### config.mk
export PLATFORM = sky130hd
export DESIGN_NAME = dslot_seq
export DESIGN_NICKNAME = d
export VERILOG_FILES = /design/src/rtl/dslot_pkg.sv /design/src/rtl/dslot_decode.sv /design/src/rtl/dslot_lockboard.sv /design/src/rtl/dslot_memunit.sv /design/src/rtl/dslot_seq.sv
export SDC_FILE = /design/constraint.sdc
export NUM_CORES = 1
export LEC_CHECK = 0
export ABC_AREA = 1
export ABC_CLOCK_PERIOD_IN_PS = 5600
export CAP_MARGIN = 40
export CORE_UTILIZATION = 60
export CTS_CLUSTER_SIZE = 40
export DETAILED_ROUTE_END_ITERATION = 16
export DONT_BUFFER_PORTS = 1
export PLACE_DENSITY = 0.84
export SYNTH_ARGS = -nofsm -noshare
export SYNTH_HDL_FRONTEND = slang
export SYNTH_HIERARCHICAL = 1
export SYNTH_SLANG_ARGS = --single-unit
### constraint.sdc
create_clock -name clk -period 5.6 [get_ports clk]
set_input_delay 1.12 -clock clk [delete_from_list [all_inputs] [get_ports clk]]
set_output_delay 1.12 -clock clk [all_outputs]
set_load 0.01 [all_outputs]
### src/rtl/dslot_pkg.sv
// Shared encodings and control bundle for the delay-slot sequencer.
// Assumes 16-bit instruction words with the opcode in the top nibble.
package dslot_pkg;

    localparam int INSTR_W = 16;
    localparam int REGF_W  = 4;

    typedef enum logic [3:0] {
        OPC_NOP   = 4'd0,
        OPC_LOAD  = 4'd1,
        OPC_STORE = 4'd2,
        OPC_ADD   = 4'd3,
        OPC_SUB   = 4'd4,
        OPC_ADDI  = 4'd5,
        OPC_JUMP  = 4'd6
    } opcode_e;

    typedef enum logic [1:0] {
        FN_ADD,
        FN_SUB,
        FN_IMM
    } alu_fn_e;

    typedef struct packed {
        logic    is_load;
        logic    is_store;
        logic    is_alu;
        logic    is_jump;
        logic    use_a;
        logic    use_b;
        alu_fn_e fn;
    } ctrl_t;

endpackage

### src/rtl/dslot_decode.sv
// Instruction decoder: splits a word into control bits and fields.
// Purely combinational; unknown opcodes decode to an inert no-op.
module dslot_decode
    import dslot_pkg::*;
(
    input  logic [INSTR_W-1:0] instr,
    output ctrl_t              ctrl,
    output logic [REGF_W-1:0]  fld_a,
    output logic [REGF_W-1:0]  fld_b,
    output logic [7:0]         imm8,
    output logic [11:0]        tgt12
);

    assign fld_a = instr[11:8];
    assign fld_b = instr[7:4];
    assign imm8  = instr[7:0];
    assign tgt12 = instr[11:0];

    // Map the opcode nibble to control bits and register read usage.
    always_comb begin
        ctrl = '{is_load: 1'b0, is_store: 1'b0, is_alu: 1'b0, is_jump: 1'b0,
                 use_a: 1'b0, use_b: 1'b0, fn: FN_ADD};
        case (instr[15:12])
            OPC_LOAD:  ctrl.is_load = 1'b1;
            OPC_STORE: begin
                ctrl.is_store = 1'b1;
                ctrl.use_a    = 1'b1;
            end
            OPC_ADD: begin
                ctrl.is_alu = 1'b1;
                ctrl.use_a  = 1'b1;
                ctrl.use_b  = 1'b1;
                ctrl.fn     = FN_ADD;
            end
            OPC_SUB: begin
                ctrl.is_alu = 1'b1;
                ctrl.use_a  = 1'b1;
                ctrl.use_b  = 1'b1;
                ctrl.fn     = FN_SUB;
            end
            OPC_ADDI: begin
                ctrl.is_alu = 1'b1;
                ctrl.use_a  = 1'b1;
                ctrl.fn     = FN_IMM;
            end
            OPC_JUMP:  ctrl.is_jump = 1'b1;
            default:   ;
        endcase
    end

endmodule

### src/rtl/dslot_lockboard.sv
// One lock bit per architectural register, set when a load issues and
// cleared when that load's data returns. Assumes set and clear never
// address the same bit in one cycle (the issue rule guarantees it).
module dslot_lockboard #(
    parameter int NREG = 16,
    localparam int RAW = $clog2(NREG)
) (
    input  logic           clk,
    input  logic           rst_n,
    input  logic           set_en,
    input  logic [RAW-1:0] set_idx,
    input  logic           clr_en,
    input  logic [RAW-1:0] clr_idx,
    input  logic [RAW-1:0] qa_idx,
    input  logic [RAW-1:0] qb_idx,
    output logic           hit_a,
    output logic           hit_b
);

    logic [NREG-1:0] lock_q;

    for (genvar g = 0; g < NREG; g++) begin : g_bit
        // Maintain the lock bit for register g.
        always_ff @(posedge clk) begin
            if (!rst_n) begin
                lock_q[g] <= 1'b0;
            end else if (clr_en && (clr_idx == RAW'(g))) begin
                lock_q[g] <= 1'b0;
            end else if (set_en && (set_idx == RAW'(g))) begin
                lock_q[g] <= 1'b1;
            end
        end
    end

    assign hit_a = lock_q[qa_idx];
    assign hit_b = lock_q[qb_idx];

endmodule

### src/rtl/dslot_memunit.sv
// Memory stage: holds one load or store until the data port answers.
// Assumes the issuer never starts an operation while busy is high.
module dslot_memunit #(
    parameter int DW  = 16,
    parameter int DAW = 8,
    parameter int PCW = 12,
    parameter int RAW = 4
) (
    input  logic           clk,
    input  logic           rst_n,
    input  logic           issue_en,
    input  logic           issue_load,
    input  logic [DAW-1:0] issue_addr,
    input  logic [DW-1:0]  issue_data,
    input  logic [RAW-1:0] issue_reg,
    input  logic [PCW-1:0] issue_pc,
    input  logic           dmem_ready,
    output logic           busy,
    output logic           done,
    output logic           done_load,
    output logic [RAW-1:0] done_reg,
    output logic [PCW-1:0] done_pc,
    output logic           dmem_we,
    output logic [DAW-1:0] dmem_addr,
    output logic [DW-1:0]  dmem_wdata
);

    logic           load_q;
    logic [DAW-1:0] addr_q;
    logic [DW-1:0]  data_q;
    logic [RAW-1:0] reg_q;
    logic [PCW-1:0] pc_q;

    // Capture an issued operation and hold it until the ready cycle.
    always_ff @(posedge clk) begin
        if (!rst_n) begin
            busy   <= 1'b0;
            load_q <= 1'b0;
            addr_q <= '0;
            data_q <= '0;
            reg_q  <= '0;
            pc_q   <= '0;
        end else if (issue_en) begin
            busy   <= 1'b1;
            load_q <= issue_load;
            addr_q <= issue_addr;
            data_q <= issue_data;
            reg_q  <= issue_reg;
            pc_q   <= issue_pc;
        end else if (done) begin
            busy   <= 1'b0;
        end
    end

    assign done       = busy && dmem_ready;
    assign done_load  = load_q;
    assign done_reg   = reg_q;
    assign done_pc    = pc_q;
    assign dmem_we    = busy && !load_q;
    assign dmem_addr  = addr_q;
    assign dmem_wdata = data_q;

endmodule

### src/rtl/dslot_seq.sv
// Top of the sequencer: fetch register, execute/issue with delay-slot
// tracking, load lock board and a single-entry memory stage.
// Assumes instruction and register reads are combinational and that
// the register file writes at the clock edge.
module dslot_seq
    import dslot_pkg::*;
#(
    parameter int DW  = 16,
    parameter int PCW = 12,
    parameter int DAW = 8,
    localparam int NREG = 2 ** REGF_W,
    localparam int RAW  = REGF_W
) (
    input  logic               clk,
    input  logic               rst_n,
    output logic [PCW-1:0]     imem_addr,
    input  logic [INSTR_W-1:0] imem_rdata,
    output logic               dmem_req,
    output logic               dmem_we,
    output logic [DAW-1:0]     dmem_addr,
    output logic [DW-1:0]      dmem_wdata,
    input  logic [DW-1:0]      dmem_rdata,
    input  logic               dmem_ready,
    output logic [RAW-1:0]     rf_ra_addr,
    input  logic [DW-1:0]      rf_ra_data,
    output logic [RAW-1:0]     rf_rb_addr,
    input  logic [DW-1:0]      rf_rb_data,
    output logic               rf_wa_en,
    output logic [RAW-1:0]     rf_wa_addr,
    output logic [DW-1:0]      rf_wa_data,
    output logic               rf_wl_en,
    output logic [RAW-1:0]     rf_wl_addr,
    output logic [DW-1:0]      rf_wl_data,
    output logic               ret_valid,
    output logic [PCW-1:0]     ret_pc,
    output logic               mret_valid,
    output logic [PCW-1:0]     mret_pc,
    output logic               illegal_seq
);

    logic [PCW-1:0]     pc;
    logic [INSTR_W-1:0] ir;
    logic [PCW-1:0]     ir_pc;
    logic               ir_valid;
    logic               in_slot;

    ctrl_t              ctrl;
    logic [RAW-1:0]     fld_a;
    logic [RAW-1:0]     fld_b;
    logic [7:0]         imm8;
    logic [11:0]        tgt12;
    logic [PCW-1:0]     jump_tgt;

    logic               hit_a;
    logic               hit_b;
    logic               mem_busy;
    logic               mem_done;
    logic               mem_done_load;
    logic [RAW-1:0]     mem_done_reg;
    logic [PCW-1:0]     mem_done_pc;

    logic               is_mem;
    logic               stall;
    logic               issue;
    logic               take_jump;
    logic [PCW-1:0]     pc_next;

    dslot_decode u_dec (
        .instr (ir),
        .ctrl  (ctrl),
        .fld_a (fld_a),
        .fld_b (fld_b),
        .imm8  (imm8),
        .tgt12 (tgt12)
    );

    assign jump_tgt = tgt12[PCW-1:0];
    assign is_mem   = ctrl.is_load || ctrl.is_store;

    dslot_lockboard #(.NREG(NREG)) u_lock (
        .clk     (clk),
        .rst_n   (rst_n),
        .set_en  (issue && ctrl.is_load),
        .set_idx (fld_a),
        .clr_en  (mem_done && mem_done_load),
        .clr_idx (mem_done_reg),
        .qa_idx  (fld_a),
        .qb_idx  (fld_b),
        .hit_a   (hit_a),
        .hit_b   (hit_b)
    );

    dslot_memunit #(.DW(DW), .DAW(DAW), .PCW(PCW), .RAW(RAW)) u_mem (
        .clk        (clk),
        .rst_n      (rst_n),
        .issue_en   (issue && is_mem),
        .issue_load (ctrl.is_load),
        .issue_addr (imm8[DAW-1:0]),
        .issue_data (rf_ra_data),
        .issue_reg  (fld_a),
        .issue_pc   (ir_pc),
        .dmem_ready (dmem_ready),
        .busy       (mem_busy),
        .done       (mem_done),
        .done_load  (mem_done_load),
        .done_reg   (mem_done_reg),
        .done_pc    (mem_done_pc),
        .dmem_we    (dmem_we),
        .dmem_addr  (dmem_addr),
        .dmem_wdata (dmem_wdata)
    );

    // Decide whether the held instruction may issue this cycle.
    always_comb begin
        stall = ir_valid && (((ctrl.use_a && hit_a) || (ctrl.use_b && hit_b))
                             || (is_mem && mem_busy));
        issue       = ir_valid && !stall;
        take_jump   = issue && ctrl.is_jump && !in_slot;
        illegal_seq = issue && ctrl.is_jump && in_slot;
        pc_next     = take_jump ? jump_tgt : pc + PCW'(1);
    end

    // Advance fetch and track whether the next issue sits in a slot.
    always_ff @(posedge clk) begin
        if (!rst_n) begin
            pc       <= '0;
            ir       <= '0;
            ir_pc    <= '0;
            ir_valid <= 1'b0;
            in_slot  <= 1'b0;
        end else begin
            if (!stall) begin
                pc       <= pc_next;
                ir       <= imem_rdata;
                ir_pc    <= pc;
                ir_valid <= 1'b1;
            end
            if (issue) begin
                in_slot <= take_jump;
            end
        end
    end

    // Compute the ALU result for add, subtract and add-immediate.
    always_comb begin
        case (ctrl.fn)
            FN_SUB:  rf_wa_data = rf_ra_data - rf_rb_data;
            FN_IMM:  rf_wa_data = rf_ra_data + DW'(imm8);
            default: rf_wa_data = rf_ra_data + rf_rb_data;
        endcase
    end

    assign imem_addr  = pc;
    assign rf_ra_addr = fld_a;
    assign rf_rb_addr = fld_b;
    assign rf_wa_en   = issue && ctrl.is_alu;
    assign rf_wa_addr = fld_a;
    assign rf_wl_en   = mem_done && mem_done_load;
    assign rf_wl_addr = mem_done_reg;
    assign rf_wl_data = dmem_rdata;
    assign dmem_req   = mem_busy;
    assign ret_valid  = issue && !is_mem;
    assign ret_pc     = ir_pc;
    assign mret_valid = mem_done;
    assign mret_pc    = mem_done_pc;

endmodule

==> results summary, run 1 <==
The number of routed nets with antenna violations came out at 0. The via count of the first global-routing pass came out at 5254. The number of setup buffers added after CTS came out at 0.

Measured against its own limit, the worst slew margin works out to 46.00%. The achievable clock frequency came out at 0.1991 GHz. At the pin with the least slew margin, the transition time is 0.8089 ns. The final max-slew violation count is 0. The x dimension of the die is 105.1 µm. The slowest stage of the critical path belongs to the cell sky130_fd_sc_hd__ha_1. The core region is 0.01032 mm². In the final routed layout, each cell accounts on average for 15.70 µm. The critical path data arrival time is 3.90 ns. The Yosys step of the flow raised 6 warnings. The setup path with the least slack is of type flop to output port. The total die area is 0.01104 mm².

The starting density of the core came out at 61.74%. Among all flip-flop cells after synthesis, the most frequent one is sky130_fd_sc_hd__dfxtp_1. The synthesized netlist contains 41 unique library cells.

The global-route wire length before repair is 26.45 mm. The total I/O pin count is 182. Walking the worst path, the cells encountered are inv_2 -> nand2_2 -> nor2_2 -> inv_1 -> ha_1 -> inv_1 -> nand3_1 -> o21ai_0 -> ha_1 -> inv_1 -> fa_1 -> o21ai_2 -> nand2_1 -> nand2_2 -> nand2_1 -> o21bai_1 -> xor2_1. The share of flip-flops with an asynchronous set or reset after synthesis came out at 0%. The TritonCTS buffer count came out at 9.

The detailed-routing iteration count for the pre-antenna-repair pass came out at 5. The flow ran to the end, and the final reports show no timing, DRC or antenna violations. The post-synthesis sequential area ratio is 31.41%. The fill cell instance count of the final layout is 1000.

The number of gates given a new drive strength after cts came out at 0. The count of endpoints failing hold in the final timing report was 0. The number of vias in the routed layout is 5910. Max-cap violations in this run came to 0. The portion of the clock cycle consumed by the worst path in the final layout came out at 89.69%.

The cell sitting at the root of the clock tree is a sky130_fd_sc_hd__clkbuf_8. Setup repair after global routing left no endpoint under its margin. The share of cells above drive strength 1 came out at 5.205%. In the routed layout, each cell is associated on average with a via count of 5.688.

The DRC marker count from the first detailed-route iteration is 571. Summing all non-filler instances in the final layout gives an area of 0.006182 mm². The aggregate global-route resource usage came out at 29.77%. The final routed wirelength across all metal layers is 16.31 mm. No sink is reached through more buffers than the 2 on the longest clock path.

For the final routed database, the setup TNS stands at 0 ns. The number of antenna violations at the first check in global routing is 0. In the routed design, unresolved DRC markers number 0. The kind of capture point of the worst setup path is an output port.

The min-delay analysis places its worst path in the category flop to flop. The total power consumption of the routed design came out at 1.844 mW. The data required time at the worst endpoint is 4.48 ns. Entering global routing, the biggest net connects 100 pins.

The number of nets handed over by synthesis was 1056. The instance area at placement is 0.005968 mm². The mean area per synthesized cell is 6.584 µm². The setup clock skew after layout came out at 0.02203 ns. The cell area after technology mapping is 0.006374 mm². The power density relative to cell area came out at 298.3 mW/mm². The synthesized flop and latch total is 100. The clock reaches the later pin of the worst-skew pair after 0.38 ns. The logic depth of the worst register-to-register path came out at 14. The floorplan row count is 37. The antenna diode count came out at 0. The worst supply voltage drop on vdd is 192.9 µV. The reported leakage power is 2.937 nW.

In the final design database the tool counted 987 nets. The worst hold slack is 0.4866 ns. Among the stages of the critical path, the cell type that occurs most often is sky130_fd_sc_hd__inv_1. The category of the worst setup path launch point is a flop.

Setup slack closes at 0.5776 ns. The number of cells on the worst hold path came out at 2. The area added between synthesis and finish came out at -3.004%.

From bottom edge to top edge, the die measures 105.1 µm. Summed over all layers, the global routing overflow is 0. The placed cell count is 1023. Of all nets on the critical path, the largest fanout is 15. The count of port buffers added during placement came out at 0. The minimum clock period after layout came out at 5.022 ns. The count of clock tree sinks is 100.

Clock-pin slew was measured on the worst setup and hold paths at 0.10 ns. Counting every instance in the synthesized netlist gives 968. The half-perimeter wire length of the detailed placement result came out at 11.90 mm.

The post-placement setup slack is 1.053 ns. For this run, the slowest stage of the critical path takes 0.46 ns. The post-cts hold buffer count came out at 0. The weighted congestion at the end of routability-driven global placement is 0.9307.

The final setup violation count is 0. The synthesized design contains 0 enable-type register cells. The share of the core filled with cells in the final layout came out at 59.88%.

The number of non-filler instances in the completed layout came out at 1039. In this run the number of H-tree levels came out at 3. TritonCTS built the clock tree.
[synth_stat cells (6+ instances only)]
| library cell | instances | area (µm²) |
|---|---|---|
| sky130_fd_sc_hd__nor2_1 | 169 | 634.4 |
| sky130_fd_sc_hd__nand2_1 | 156 | 585.6 |
| sky130_fd_sc_hd__inv_1 | 114 | 427.9 |
| sky130_fd_sc_hd__dfxtp_1 | 100 | 2002 |
| sky130_fd_sc_hd__o21ai_0 | 95 | 475.5 |
| sky130_fd_sc_hd__nand3_1 | 77 | 385.4 |
| sky130_fd_sc_hd__buf_4 | 53 | 397.9 |
| sky130_fd_sc_hd__a21oi_1 | 48 | 240.2 |
| sky130_fd_sc_hd__ha_1 | 20 | 250.2 |
| sky130_fd_sc_hd__nand4_1 | 20 | 125.1 |
| sky130_fd_sc_hd__xor2_1 | 16 | 140.1 |
| sky130_fd_sc_hd__nor3_1 | 12 | 60.06 |
| sky130_fd_sc_hd__clkbuf_1 | 10 | 37.54 |
| sky130_fd_sc_hd__o21ai_1 | 8 | 40.04 |
| sky130_fd_sc_hd__buf_6 | 6 | 67.56 |
[cells by family after synthesis]
| group | synth area share, % |
|---|---|
| flip-flops | 31.41 |
| XOR/XNOR | 2.611 |
| adder cells (fa/ha/maj) | 4.240 |
| AO/OA/AOI/OAI | 14.35 |
| AND/OR/NAND/NOR | 30.86 |
| buffers and inverters | 16.53 |
[worst paths after layout]
path,startpoint,endpoint,slack (ns)
hold / removal,u_lock/lock_q[15],u_lock/lock_q[15],0.49
hold reg to reg,u_lock/lock_q[15],u_lock/lock_q[15],0.49
setup / recovery,ir[15],rf_wa_data[10],0.58
setup reg to reg,ir[9],u_mem/done_pc[2],1.89
[area by class of cell]
class                           count  area [µm²]  area share, %
Clock inverter                      6       82.58          1.336
Timing Repair Buffer                4       30.03         0.4857
Clock buffer                        9       123.9          2.004
Tap cell                          136       170.2          2.752
Multi-Input combinational cell    664        3318          53.67
Inverter                          120       455.4          7.367
Sequential cell                   100        2002          32.38
[where the power goes]
group / internal, mW / switching [mW] / total (mW)
Clock: 0.215 / 0.277 / 0.492
Combinational: 0.158 / 0.327 / 0.485
Sequential: 0.770 / 0.0977 / 0.868
Total: 1.14 / 0.702 / 1.84
[metal layers]
metal,share of wire [%],up-vias,global-route usage [%]
met5,0,-,0
met4,2.1,0,10.06
met3,7.7,29,5.802
met2,45,239,46.07
met1,46,2711,41.30
li1,-,2931,-
[placed cells by master, fill, tap and decap left out, types with 2 or more instances in the layout]
| cell | instances |
|---|---|
| sky130_fd_sc_hd__nor2_1 | 169 |
| sky130_fd_sc_hd__nand2_1 | 156 |
| sky130_fd_sc_hd__inv_1 | 114 |
| sky130_fd_sc_hd__dfxtp_1 | 100 |
| sky130_fd_sc_hd__o21ai_0 | 95 |
| sky130_fd_sc_hd__nand3_1 | 77 |
| sky130_fd_sc_hd__a21oi_1 | 48 |
| sky130_fd_sc_hd__nand4_1 | 20 |
| sky130_fd_sc_hd__ha_1 | 20 |
| sky130_fd_sc_hd__xor2_1 | 16 |
| sky130_fd_sc_hd__nor3_1 | 12 |
| sky130_fd_sc_hd__clkbuf_8 | 9 |
| sky130_fd_sc_hd__o21ai_1 | 8 |
| sky130_fd_sc_hd__nand2_2 | 4 |
| sky130_fd_sc_hd__a22oi_1 | 4 |
| sky130_fd_sc_hd__buf_4 | 4 |
| sky130_fd_sc_hd__inv_2 | 4 |
| sky130_fd_sc_hd__nor2_2 | 4 |
| sky130_fd_sc_hd__o211a_1 | 4 |
| sky130_fd_sc_hd__o21bai_1 | 3 |
| sky130_fd_sc_hd__xnor2_1 | 3 |
| sky130_fd_sc_hd__o21ai_2 | 3 |
| sky130_fd_sc_hd__nor3_2 | 3 |
| sky130_fd_sc_hd__nor4_1 | 2 |
| sky130_fd_sc_hd__nand3_2 | 2 |
| sky130_fd_sc_hd__nor2_4 | 2 |
| sky130_fd_sc_hd__nand3_4 | 2 |
| sky130_fd_sc_hd__inv_6 | 2 |
| sky130_fd_sc_hd__inv_4 | 2 |
[worst max-delay path: cells and delay by family (launching register included)]
kind	cells	cell delay (ns)
DFF	1	0.33
adders and majority gates	3	1.13
buffers and inverters	4	0.56
AOI/OAI and AO/OA	3	0.59
and+or+nand+nor	6	0.65
xor gates and xnor gates	1	0.27
No activity file was read; power rests on OpenSTA's default activity.
==> inputs of run 2 (changes only) <==
- PLACE_DENSITY: 0.84 -> 0.77
==> run 2 against run 1 <==
Compared with the run above:
- critical path depth shrank 1
- die area is the same
- clock skew shrank 0.0086 ns
==> results summary, run 2 (synthesized netlist as in run 1, its figures left out) <==
The die outline height is 105.1 µm (unchanged). The number of max-cap violations came out at 0 (unchanged). The TritonCTS buffer count came out at 9 (unchanged). The sequential group share of total power came out at 48.1% (+1.1 points). The starting density of the core was 61.74% (unchanged). The via density per instance came to 5.634 (-0.96%). The number of routed nets with antenna violations came out at 0 (unchanged). The worst setup path is of the flop to output port kind.

The final setup violation count came out at 0 (unchanged). The buffering stage count on the worst path with inverters included came out at 3 (-1). The worst hold path belongs to the class flop to flop. The post-cts hold buffer count is 0 (unchanged). The worst setup path is captured at an output port. The reported leakage power was 2.928 nW (-0.28%). The maximum buffer depth of the clock tree came out at 2 (unchanged).

The cell at the root of the clock tree is sky130_fd_sc_hd__clkbuf_8. The DRC marker count from the first detailed-route iteration is 487 (-15%). The half-perimeter wire length of the detailed placement result was 11.86 mm (-0.40%). The number of non-filler instances in the completed layout is 1040 (+0.096%). The share of cells above drive strength 1 is 5.310% (+0.10 points). The average wire length per cell after detail routing is 15.67 µm (-0.17%). The floorplan row count is 37 (unchanged). The maximum single-stage delay on the critical path came out at 0.45 ns (about the same).

The worst supply voltage drop on vdd was 202.8 µV (+5.1%). The commonest non-fill, non-tap cell in the layout is sky130_fd_sc_hd__nor2_1. The instance area at placement is 0.005983 mm² (+0.25%). The maximum level of the CTS H-tree is 3 (unchanged).

Grouping stages by cell kind, the critical path spends the most delay in adder cells. The aggregate global-route resource usage is 29.88% (+0.11 points). The number of antenna violations at the first check in global routing came out at 0 (unchanged).

The worst hold slack came out at 0.4877 ns (+0.001149 ns). The count of port buffers added during placement is 0 (unchanged). In the layout the commonest cells are sky130_fd_sc_hd__nor2_1, sky130_fd_sc_hd__nand2_1, sky130_fd_sc_hd__inv_1. The switching portion of total power is 38.64% (+0.58 points).

The final max-slew violation count is 0 (unchanged). The area added between synthesis and finish is -3.259%. The largest net degree at the start of global routing came out at 100 (unchanged). The total power consumption of the routed design is 1.803 mW (-2.2%). The placed cell count is 1024 (+0.098%). The transition at the pin with the smallest max-transition slack came out at 0.8681 ns (+0.05926 ns). The total I/O pin count is 182 (unchanged). The headroom to the max-slew limit was 42.05% (-4.0 points).

The clock-pin slew of the registers on the worst-case setup and hold paths came out at 0.11 ns (about the same). The fraction of power consumed by combinational cells was 26.9% (+0.6 points). The setup slack after layout was 0.6562 ns (+0.07858 ns). The critical path data arrival time is 3.82 ns (-0.08 ns).

STA classifies the critical path startpoint as a flop. The number of setup buffers added after CTS is 0 (unchanged). The part of the total power dissipated in the clock network came out at 25.0% (-1.7 points). The share of the core filled with cells in the final layout is 59.73% (-0.16 points). The minimum clock period after layout was 4.944 ns (-0.07858 ns). The weighted congestion at the end of routability-driven global placement was 0.9468 (+1.7%). The flow ran to the end, and the final reports show no timing, DRC or antenna violations.

By instance count, the cell type seen most on the critical path is sky130_fd_sc_hd__inv_1. The TritonCTS clock tree is built. The final instance area is 0.006166 mm² (-0.26%). The data required time at the worst endpoint was 4.48 ns (about the same). The setup clock skew after layout came out at 0.01341 ns (-0.008628 ns). The total die area is 0.01104 mm² (unchanged). The achievable clock frequency came out at 0.2023 GHz (+1.6%). The global-route wire length before repair came out at 26.16 mm (-1.1%). The count of endpoints failing hold in the final timing report is 0 (unchanged). The net total in the final layout came out at 987 (unchanged). The switching power total is 0.6968 mW (-0.74%).

The post-placement setup slack is 1.046 ns (-0.006740 ns). The clock latency on the worst-skew pair is 0.39 ns (about the same). The total congestion overflow came to 0 (unchanged). The count of clock tree sinks is 100 (unchanged). The via count of the first global-routing pass came out at 5297 (+0.82%).

The number of gates given a new drive strength after cts is 0 (unchanged). The x dimension of the die is 105.1 µm (unchanged). The final routed DRC violation total came out at 0 (unchanged). The library cell contributing the largest single delay on the critical path is sky130_fd_sc_hd__ha_1. The antenna diode count is 0 (unchanged). The maximum fanout count along the critical path was 15 (unchanged). The power density relative to cell area came to 292.5 mW/mm² (-2.0%). The fill cell instance count of the final layout is 1027 (+2.7%). The placeable core region is 0.01032 mm² (unchanged). The internal power consumption came out at 1.106 mW (-3.1%). The final routed wirelength across all metal layers was 16.30 mm (about the same).

The number of vias in the routed layout came out at 5859 (-0.86%). The final sum of negative setup slack is 0 ns (unchanged). The portion of the clock cycle consumed by the worst path in the final layout was 88.28% (-1.4 points). The signal on the critical path passes through nand2_2 -> nor2_2 -> inv_1 -> ha_1 -> inv_1 -> nand3_1 -> o21ai_0 -> ha_1 -> inv_1 -> fa_1 -> o21ai_2 -> nand2_1 -> nand2_2 -> nand2_1 -> o21bai_1 -> xor2_1. The detailed-routing iteration count for the pre-antenna-repair pass is 5 (unchanged). Setup repair after global routing left no endpoint under its margin.
[run 2: cell types whose count changed in the layout (fill, tap and decap cells not counted), sizes merged]
cell / change
clkbuf: +1
clkinv: +1
clkinvlp: +1
bufinv: -1
inv: -1
[run 2: layout make-up]
type	count	area (µm²)	area share, %
Multi-Input combinational cell	664	3318	53.81
Clock buffer	10	137.6	2.232
Sequential cell	100	2002	32.47
Timing Repair Buffer	4	37.54	0.6088
Tap cell	136	170.2	2.760
Clock inverter	6	45.04	0.7305
Inverter	120	455.4	7.386
[run 2: worst paths after layout]
kind | to | slack, ns | depth (start not counted) | from
hold reg to reg | u_lock/lock_q[13] | 0.49 | 2 | u_lock/lock_q[13]
setup reg to reg | u_mem/done_pc[2] | 1.93 | 14 | ir[9]
hold / removal | u_lock/lock_q[13] | 0.49 | 2 | u_lock/lock_q[13]
setup / recovery | rf_wa_data[10] | 0.66 | 16 | ir[14]
[run 2: power groups by stage]
stage | registers, mW | clock network, mW | logic (mW)
final | 0.867 | 0.451 | 0.486
after global routing | 0.875 | 0.492 | 0.549
after CTS | 0.867 | 0.460 | 0.480
after detailed placement | 0.883 | 0 | 0.477
after global placement | 0.887 | 0 | 0.465
after floorplan | 0.844 | 0 | 0.459
[run 2: tightest hold or removal path: stages, from the launching register on]
cell,delay [ns]
sky130_fd_sc_hd__dfxtp_1,0.35
sky130_fd_sc_hd__a21oi_1,0.04
sky130_fd_sc_hd__nor2_1,0.07
[run 2: layer usage]
layer / part of all wire [%] / vias up / track usage (%)
li1: - / 2923 / -
met1: 46 / 2673 / 40.69
met2: 44 / 237 / 45.74
met3: 8.2 / 26 / 7.236
met4: 1.8 / 0 / 10.87
met5: 0 / - / 0
